File: src/rtl/st_spwm_pkg.sv
package st_spwm_pkg;
    typedef enum logic [1:0] {
        CAR_ARM  = 2'd0,
        CAR_RISE = 2'd1,
        CAR_FALL = 2'd2
    } car_state_e;
endpackage

File: src/rtl/st_carrier.sv
module st_carrier
    import st_spwm_pkg::*;
#(
    parameter int CW = 16
) (
    input  logic          clk,
    input  logic          rst,
    input  logic [CW-1:0] period,
    output logic [CW-1:0] cnt,
    output logic [CW-1:0] per_q,
    output car_state_e    state,
    output logic          peak
);
    localparam logic [CW-1:0] ONE     = CW'(1);
    localparam logic [CW-1:0] MIN_PER = CW'(2);

    car_state_e    nxt;
    logic [CW-1:0] per_safe;

    assign per_safe = (period < MIN_PER) ? MIN_PER : period;
    assign peak     = (state != CAR_FALL) && (cnt == per_q);

    always_ff @(posedge clk) begin
        if (rst) state <= CAR_ARM;
        else     state <= nxt;
    end

    always_comb begin
        nxt = state;
        unique case (state)
            CAR_ARM, CAR_RISE: if (peak) nxt = CAR_FALL;
            CAR_FALL:          if (cnt == '0) nxt = CAR_RISE;
            default:           nxt = CAR_ARM;
        endcase
    end

    always_ff @(posedge clk) begin
        if (rst) begin
            cnt   <= '0;
            per_q <= per_safe;
        end else begin
            if (peak) per_q <= per_safe;
            unique case (state)
                CAR_ARM, CAR_RISE: cnt <= peak ? cnt - ONE : cnt + ONE;
                CAR_FALL:          cnt <= (cnt == '0) ? ONE : cnt - ONE;
                default:           cnt <= '0;
            endcase
        end
    end

    AST_CNT_BOUND: assert property (@(posedge clk) disable iff (rst)
        (state != CAR_FALL) |-> (cnt <= per_q));
    AST_CNT_STEP: assert property (@(posedge clk) disable iff (rst)
        1'b1 |=> ((cnt == $past(cnt) + ONE) || (cnt == $past(cnt) - ONE)));
endmodule

File: src/rtl/st_word_latch.sv
module st_word_latch #(
    parameter int CW = 16
) (
    input  logic                 clk,
    input  logic                 rst,
    input  logic                 peak,
    input  logic signed [CW:0]   mod_a,
    input  logic signed [CW:0]   mod_b,
    input  logic signed [CW:0]   mod_c,
    input  logic [CW-1:0]        st_cmd,
    input  logic [CW-1:0]        st_max,
    output logic signed [CW:0]   ma_q,
    output logic signed [CW:0]   mb_q,
    output logic signed [CW:0]   mc_q,
    output logic [CW-1:0]        cmd_q
);
    logic [CW-1:0] cmd_lim;

    assign cmd_lim = (st_cmd > st_max) ? st_max : st_cmd;

    always_ff @(posedge clk) begin
        if (rst) begin
            ma_q  <= '0;
            mb_q  <= '0;
            mc_q  <= '0;
            cmd_q <= '0;
        end else if (peak) begin
            ma_q  <= mod_a;
            mb_q  <= mod_b;
            mc_q  <= mod_c;
            cmd_q <= cmd_lim;
        end
    end

    AST_HOLD_OFF_PEAK: assert property (@(posedge clk) disable iff (rst)
        !peak |=> $stable({ma_q, mb_q, mc_q, cmd_q}));
endmodule

File: src/rtl/st_gate_drv.sv
module st_gate_drv
    import st_spwm_pkg::*;
#(
    parameter int CW   = 16,
    parameter int FRAC = 15
) (
    input  logic               clk,
    input  logic               rst,
    input  car_state_e         state,
    input  logic [CW-1:0]      cnt,
    input  logic [CW-1:0]      per_q,
    input  logic signed [CW:0] ma_q,
    input  logic signed [CW:0] mb_q,
    input  logic signed [CW:0] mc_q,
    input  logic [CW-1:0]      cmd_q,
    input  logic               charge,
    output logic [2:0]         gate_hi,
    output logic [2:0]         gate_lo,
    output logic               inp_en
);
    localparam int SW    = CW + 2;
    localparam int PW    = 2 * CW;
    localparam int WW    = PW + 1;
    localparam int LEGS  = 3;

    logic signed [SW-1:0] car;
    logic [SW-1:0]        mag;
    logic signed [SW-1:0] lvl [LEGS];
    logic [LEGS-1:0]      hi_raw;
    logic                 zero_vec;
    logic [PW-1:0]        prod;
    logic [PW-1:0]        thr;
    logic                 st_req;
    logic                 st_on;

    assign car = $signed({1'b0, cnt, 1'b0}) - $signed({2'b00, per_q});
    assign mag = car[SW-1] ? $unsigned(-car) : $unsigned(car);

    assign lvl[0] = $signed({ma_q[CW], ma_q});
    assign lvl[1] = $signed({mb_q[CW], mb_q});
    assign lvl[2] = $signed({mc_q[CW], mc_q});

    for (genvar g = 0; g < LEGS; g++) begin : g_leg
        assign hi_raw[g] = lvl[g] > car;
    end

    assign zero_vec = (hi_raw == '0) || (hi_raw == '1);
    assign prod     = {{CW{1'b0}}, cmd_q} * {{CW{1'b0}}, per_q};
    assign thr      = prod >> FRAC;
    assign st_req   = (WW'(mag) + WW'(thr)) > WW'(per_q);
    assign st_on    = st_req && zero_vec && !charge;

    always_ff @(posedge clk) begin
        if (rst) begin
            gate_hi <= '0;
            gate_lo <= '0;
            inp_en  <= 1'b0;
        end else begin
            inp_en <= charge;
            unique case (state)
                CAR_ARM: begin
                    gate_hi <= '0;
                    gate_lo <= '0;
                end
                CAR_RISE, CAR_FALL: begin
                    gate_hi <= st_on ? '1 : hi_raw;
                    gate_lo <= st_on ? '1 : ~hi_raw;
                end
                default: begin
                    gate_hi <= '0;
                    gate_lo <= '0;
                end
            endcase
        end
    end

    AST_LO_COMPLEMENT: assert property (@(posedge clk) disable iff (rst)
        ((gate_hi & gate_lo) == 3'b000 && (gate_hi | gate_lo) != 3'b000)
        |-> (gate_lo == ~gate_hi));
    AST_ST_ALL_LEGS: assert property (@(posedge clk) disable iff (rst)
        ((gate_hi & gate_lo) != 3'b000)
        |-> (gate_hi == 3'b111 && gate_lo == 3'b111 && !inp_en));
    AST_CHARGE_EN: assert property (@(posedge clk) disable iff (rst)
        charge |=> inp_en);
    AST_ARM_LOW: assert property (@(posedge clk) disable iff (rst)
        (state == CAR_ARM) |=> (gate_hi == 3'b000 && gate_lo == 3'b000));
endmodule

File: src/rtl/st_spwm_gen.sv
module st_spwm_gen
    import st_spwm_pkg::*;
#(
    parameter int CW   = 16,
    parameter int FRAC = 15
) (
    input  logic               clk,
    input  logic               rst,
    input  logic [CW-1:0]      period,
    input  logic signed [CW:0] mod_a,
    input  logic signed [CW:0] mod_b,
    input  logic signed [CW:0] mod_c,
    input  logic [CW-1:0]      st_cmd,
    input  logic [CW-1:0]      st_max,
    input  logic               charge_mode,
    output logic [2:0]         gate_hi,
    output logic [2:0]         gate_lo,
    output logic               inp_sw_en
);
    car_state_e         state;
    logic [CW-1:0]      cnt;
    logic [CW-1:0]      per_q;
    logic               peak;
    logic signed [CW:0] ma_q;
    logic signed [CW:0] mb_q;
    logic signed [CW:0] mc_q;
    logic [CW-1:0]      cmd_q;

    st_carrier #(.CW(CW)) u_car (
        .clk    (clk),
        .rst    (rst),
        .period (period),
        .cnt    (cnt),
        .per_q  (per_q),
        .state  (state),
        .peak   (peak)
    );

    st_word_latch #(.CW(CW)) u_lat (
        .clk    (clk),
        .rst    (rst),
        .peak   (peak),
        .mod_a  (mod_a),
        .mod_b  (mod_b),
        .mod_c  (mod_c),
        .st_cmd (st_cmd),
        .st_max (st_max),
        .ma_q   (ma_q),
        .mb_q   (mb_q),
        .mc_q   (mc_q),
        .cmd_q  (cmd_q)
    );

    st_gate_drv #(.CW(CW), .FRAC(FRAC)) u_drv (
        .clk     (clk),
        .rst     (rst),
        .state   (state),
        .cnt     (cnt),
        .per_q   (per_q),
        .ma_q    (ma_q),
        .mb_q    (mb_q),
        .mc_q    (mc_q),
        .cmd_q   (cmd_q),
        .charge  (charge_mode),
        .gate_hi (gate_hi),
        .gate_lo (gate_lo),
        .inp_en  (inp_sw_en)
    );
endmodule

File: config.mk
export PLATFORM = sky130hd
export DESIGN_NAME = st_spwm_gen
export DESIGN_NICKNAME = d
export VERILOG_FILES = /design/src/rtl/st_spwm_pkg.sv /design/src/rtl/st_carrier.sv /design/src/rtl/st_word_latch.sv /design/src/rtl/st_gate_drv.sv /design/src/rtl/st_spwm_gen.sv
export SDC_FILE = /design/constraint.sdc
export NUM_CORES = 1
export LEC_CHECK = 0
export BUFFER_PORTS_ARGS = -buffer_cell sky130_fd_sc_hd__buf_2
export CORE_MARGIN = 8
export CORE_UTILIZATION = 49
export CTS_CLUSTER_SIZE = 16
export DETAILED_ROUTE_END_ITERATION = 16
export PLACE_DENSITY_LB_ADDON = 0.15
export SYNTH_ARGS = -nofsm -noshare
export SYNTH_HDL_FRONTEND = slang
export SYNTH_SLANG_ARGS = --single-unit
File: constraint.sdc
create_clock -name clk -period 11.75 [get_ports clk]
set_input_delay 1.7625 -clock clk [delete_from_list [all_inputs] [get_ports clk]]
set_output_delay 1.7625 -clock clk [all_outputs]
set_load 0.005 [all_outputs]
==> results.txt <==
- Across every metal layer, demand over resource in global routing totals 0.230.
- Gate Count Post-Synth: 1988
- Fin Clk Skew: 16.4 ps
- Status: finished clean
- Classification of the worst-slack hold path: reg2reg
- For this run, the detailed router's first-pass iteration total came to 5.
- DR WL/cell: 18.5 um
* Endpoint of the worst-slack reg-to-reg timing path: u_drv.gate_hi[1]
- Starting density of the core: 0.496
- Reg clk slew, reported paths: 80 ps
* Worst hold start: u_lat.ma_q[6]
- Ant. Diodes: 0
- At the pin with the least slew margin, the transition time is 1180 ps.
- Measured along the x axis, the die boundary spans 203 um.
- Max-cap violation count: 0
* Global placer's final weighted congestion: 0.918
- The worst-case IR drop observed on VDD is 127 uV.
- Overall power consumption after layout is estimated at 1.02 mW.
- The first global-routing pass estimated 75600 um of wire.
- During placement, the flow inserted port buffers numbering 108.
- In this run the tightest slew margin relative to its limit is 0.211.
* Warnings, synthesis: 0
- Unrepaired setup endpoints after global routing: no
- Setup ws final: 1650 ps
- Wire segments on met3 add up to 1900 um in the final route.
- Worst-case register-to-register setup slack: 1650 ps
- In this run the cell area of the synthesized design comes to 17000 sq um.
* Share of the clock period used by the worst path: 0.860
- Sequential-to-total area share from yosys stat: 0.136
- The number of clock buffers added by TritonCTS is 9.
* Number of flops mapped to enable cells by yosys: 16
- The longest clock path from root to sink contains 2 buffers.
- Met1 wire length: 20200 um
- Summed over all nets, wire length on met2 after detailed routing comes to 22100 um.
- Entering global routing, the biggest net connects 50 pins.
- Async S/R FF share, synth: 0
- Synthesized area per cell: 8.58 sq um
* Number of setup buffers added after CTS: 0
* Area of the core: 34400 sq um
* Signed area change from the synthesized netlist to the final layout: 6.25%
* Count of state elements after synthesis: 108
- Counting both buffers and inverters, the worst setup path holds a total of 3.
* CP Max Fanout: 18
* Classification of the worst setup path: reg2reg
- The number of endpoints with negative hold slack in the final report is 0.
- Minimum setup slack after placement: 1810 ps
- Wires add up to 45800 um.
- Total Neg Setup Slack: 0 ps
- Timing would allow up to 99.0 MHz.
- Logic depth of the worst register-to-register path: 33
* Number of design-rule violations left by the first detailed-router iteration: 777
- The clock drives 108 sinks.
* Highest routed metal layer: met4
* Kind of end point of the critical path: register
- The clock reaches the later pin of the worst-skew pair after 390 ps.
- Setup violations remaining at the end of the flow were counted as 0.
- STA puts the critical path data required time at 12000 ps.
* Number of H-tree branching levels: 3
- In the synthesized netlist the dominant register cell turns out to be dfxtp_1.
- Synthesis produced a netlist with a net count of 2512.
* Slowest cell delay on critical path: 910 ps
* Cells on Worst Hold Path: 2
- Using the TritonRoute via totals, the vias-per-cell ratio works out to 5.56.
- Of the cells placed in the final design, the portion with a size suffix greater than 1 is 0.0798.
* Clock Root Buffer: clkbuf_16
- Summed over all cells, the static leakage comes to 9.06 nW.
* Cell repeated most along the worst path: fa_1
- Area of the die: 41000 sq um
- Endpoint of the worst hold path: u_lat.ma_q[6]
- Broken down by cell family, the worst path's largest delay share belongs to adder cells.
- Final min period: 10100 ps
* HPWL after detailed placement: 37000 um
- Critical path arrival: 10350 ps
- Total gr overflow: 0
- Clock tree from TritonCTS: built
* Number of gates resized after cts: 0
* Number of distinct library cell variants in the gate-level netlist after synthesis: 82
- Hold timing on the final database bottoms out at a slack of 508 ps.
* Worst-path cell with the longest stage delay: edfxtp_1
* Post-layout nets: 2536
- 109 I/O pins were placed.
- Antenna violations before repair: 0
* Hold-fix buffer count after cts: 0
* Crit start category: register
* Total number of placement rows: 68
- Reg-to-Reg Start: u_car.per_q[3]
- The total count of max-transition violations in the final report was 0.
- Die H: 203 um
* Count of nets left with antenna violations after detail routing: 0
* Final standard cell utilization of the core: 0.527
- Number of global-route vias before repair: 14307
* Ratio of total power to cell area: 56.2 nW/um^2
- After detailed routing, the number of remaining DRC violations is 0.
- Detailed routing inserted a total of 13756 vias.
state kept, by name (all words and copies together), names as in the netlist:
signal / cells
u_lat.ma_q: 17
u_lat.mb_q: 17
u_lat.mc_q: 17
u_car.cnt: 16
u_car.per_q: 16
u_lat.cmd_q: 16
u_drv.gate_hi: 3
u_drv.gate_lo: 3
u_car.state: 2
u_drv.inp_en: 1
report_power, final:
| group | switching [mW] | total, mW | internal [mW] |
|---|---|---|---|
| clock network | 0.163 | 0.331 | 0.168 |
| registers | 0.0330 | 0.414 | 0.381 |
| logic | 0.162 | 0.272 | 0.110 |
cell families after synthesis:
family,after synthesis,share of synthesized area
multiplexers,69,0.0405
AND/OR/NAND/NOR,627,0.180
AO/OA/AOI/OAI,296,0.125
adder cells (fa/ha/maj),422,0.396
flip-flops,108,0.136
XOR/XNOR,62,0.0323
buffers and inverters,404,0.0903
per-layer routing:
layer | track usage | vias to the layer above
li1 | - | 6648
met1 | 0.291 | 6737
met2 | 0.392 | 294
met3 | 0.0327 | 77
met4 | 0.0865 | 0
met5 | 0 | -
synthesized netlist by cell type (8+ instances only):
master,instances,area [sq um]
xor2_1,20,175
dfxtp_1,92,1840
xnor2_1,41,359
a21oi_1,65,325
clkbuf_1,84,315
and3_1,15,93.8
nand4_1,27,169
or2_2,9,56.3
a221oi_1,13,114
o21ai_0,36,180
nand2_1,196,736
buf_2,13,65.1
a211oi_1,34,255
fa_1,195,3900
a21o_1,40,300
nand2b_1,12,75.1
nor4_1,8,50.1
and2_1,114,713
nor2_1,145,544
edfxtp_1,16,480
o21a_1,9,67.6
inv_1,301,1130
nand3_1,26,130
nor2b_1,16,100
ha_1,227,2840
mux2i_1,69,691
nor3_1,23,115
through the flow:
stage / instances / cell area [sq um]
final: 2472 / 18100
after global routing: 2472 / 18100
after CTS: 2472 / 18100
after detailed placement: 2456 / 17800
after global placement: 2456 / 17800
after floorplan: 1988 / 17000
worst register-to-register path: cells and delay by family, from the launching register on:
kind	cells	cell delay [ps]
AO/OA/AOI/OAI	16	4040
XOR/XNOR	1	150
adder cells (fa/ha/maj)	9	4110
buffers and inverters	3	160
flip-flops	1	910
AND/OR/NAND/NOR	4	620
area by class of cell:
class                      instances  area (sq um)
clock inverter                     6          71.3
inverter                         301          1130
clock buffer                      10           229
multi-input combinational       1476         13200
fill                            3341         16300
timing repair buffer             116           601
sequential                       108          2320
tap                              455           569
placed cells by master (no fill, tap or decap), types with 8 or more instances in the layout:
cell type,Yosys,layout
inv_1,301,301
a221oi_1,13,13
o21ai_0,36,36
dfxtp_1,92,92
fa_1,195,195
nor4_1,8,8
a21oi_1,65,65
buf_4,0,8
nand2_1,196,196
and3_1,15,15
nor2_1,145,145
and2_1,114,114
nor3_1,23,22
buf_2,13,108
nand2b_1,12,12
o21a_1,9,9
xnor2_1,41,41
xor2_1,20,20
clkbuf_16,0,9
or2_2,9,9
edfxtp_1,16,16
nand3_1,26,26
ha_1,227,227
mux2i_1,69,69
a21o_1,40,40
nor2b_1,16,16
nand4_1,27,27
a211oi_1,34,34
worst max path at each step:
stage / start / to / slack (ps) / cells past startpoint
4_1_cts: u_car.per_q[3] / u_drv.gate_hi[1] / 1770 / 33
3_3_place_gp: u_car.per_q[3] / u_drv.gate_hi[1] / 2030 / 34
3_5_place_dp: u_car.per_q[3] / u_drv.gate_hi[1] / 1810 / 34
5_1_grt: u_car.per_q[3] / u_drv.gate_lo[1] / 1100 / 33
6_report: u_car.per_q[3] / u_drv.gate_hi[1] / 1650 / 33
2_1_floorplan: u_car.per_q[3] / u_drv.gate_hi[1] / 2830 / 35
Power figures use the tool's default switching activity.
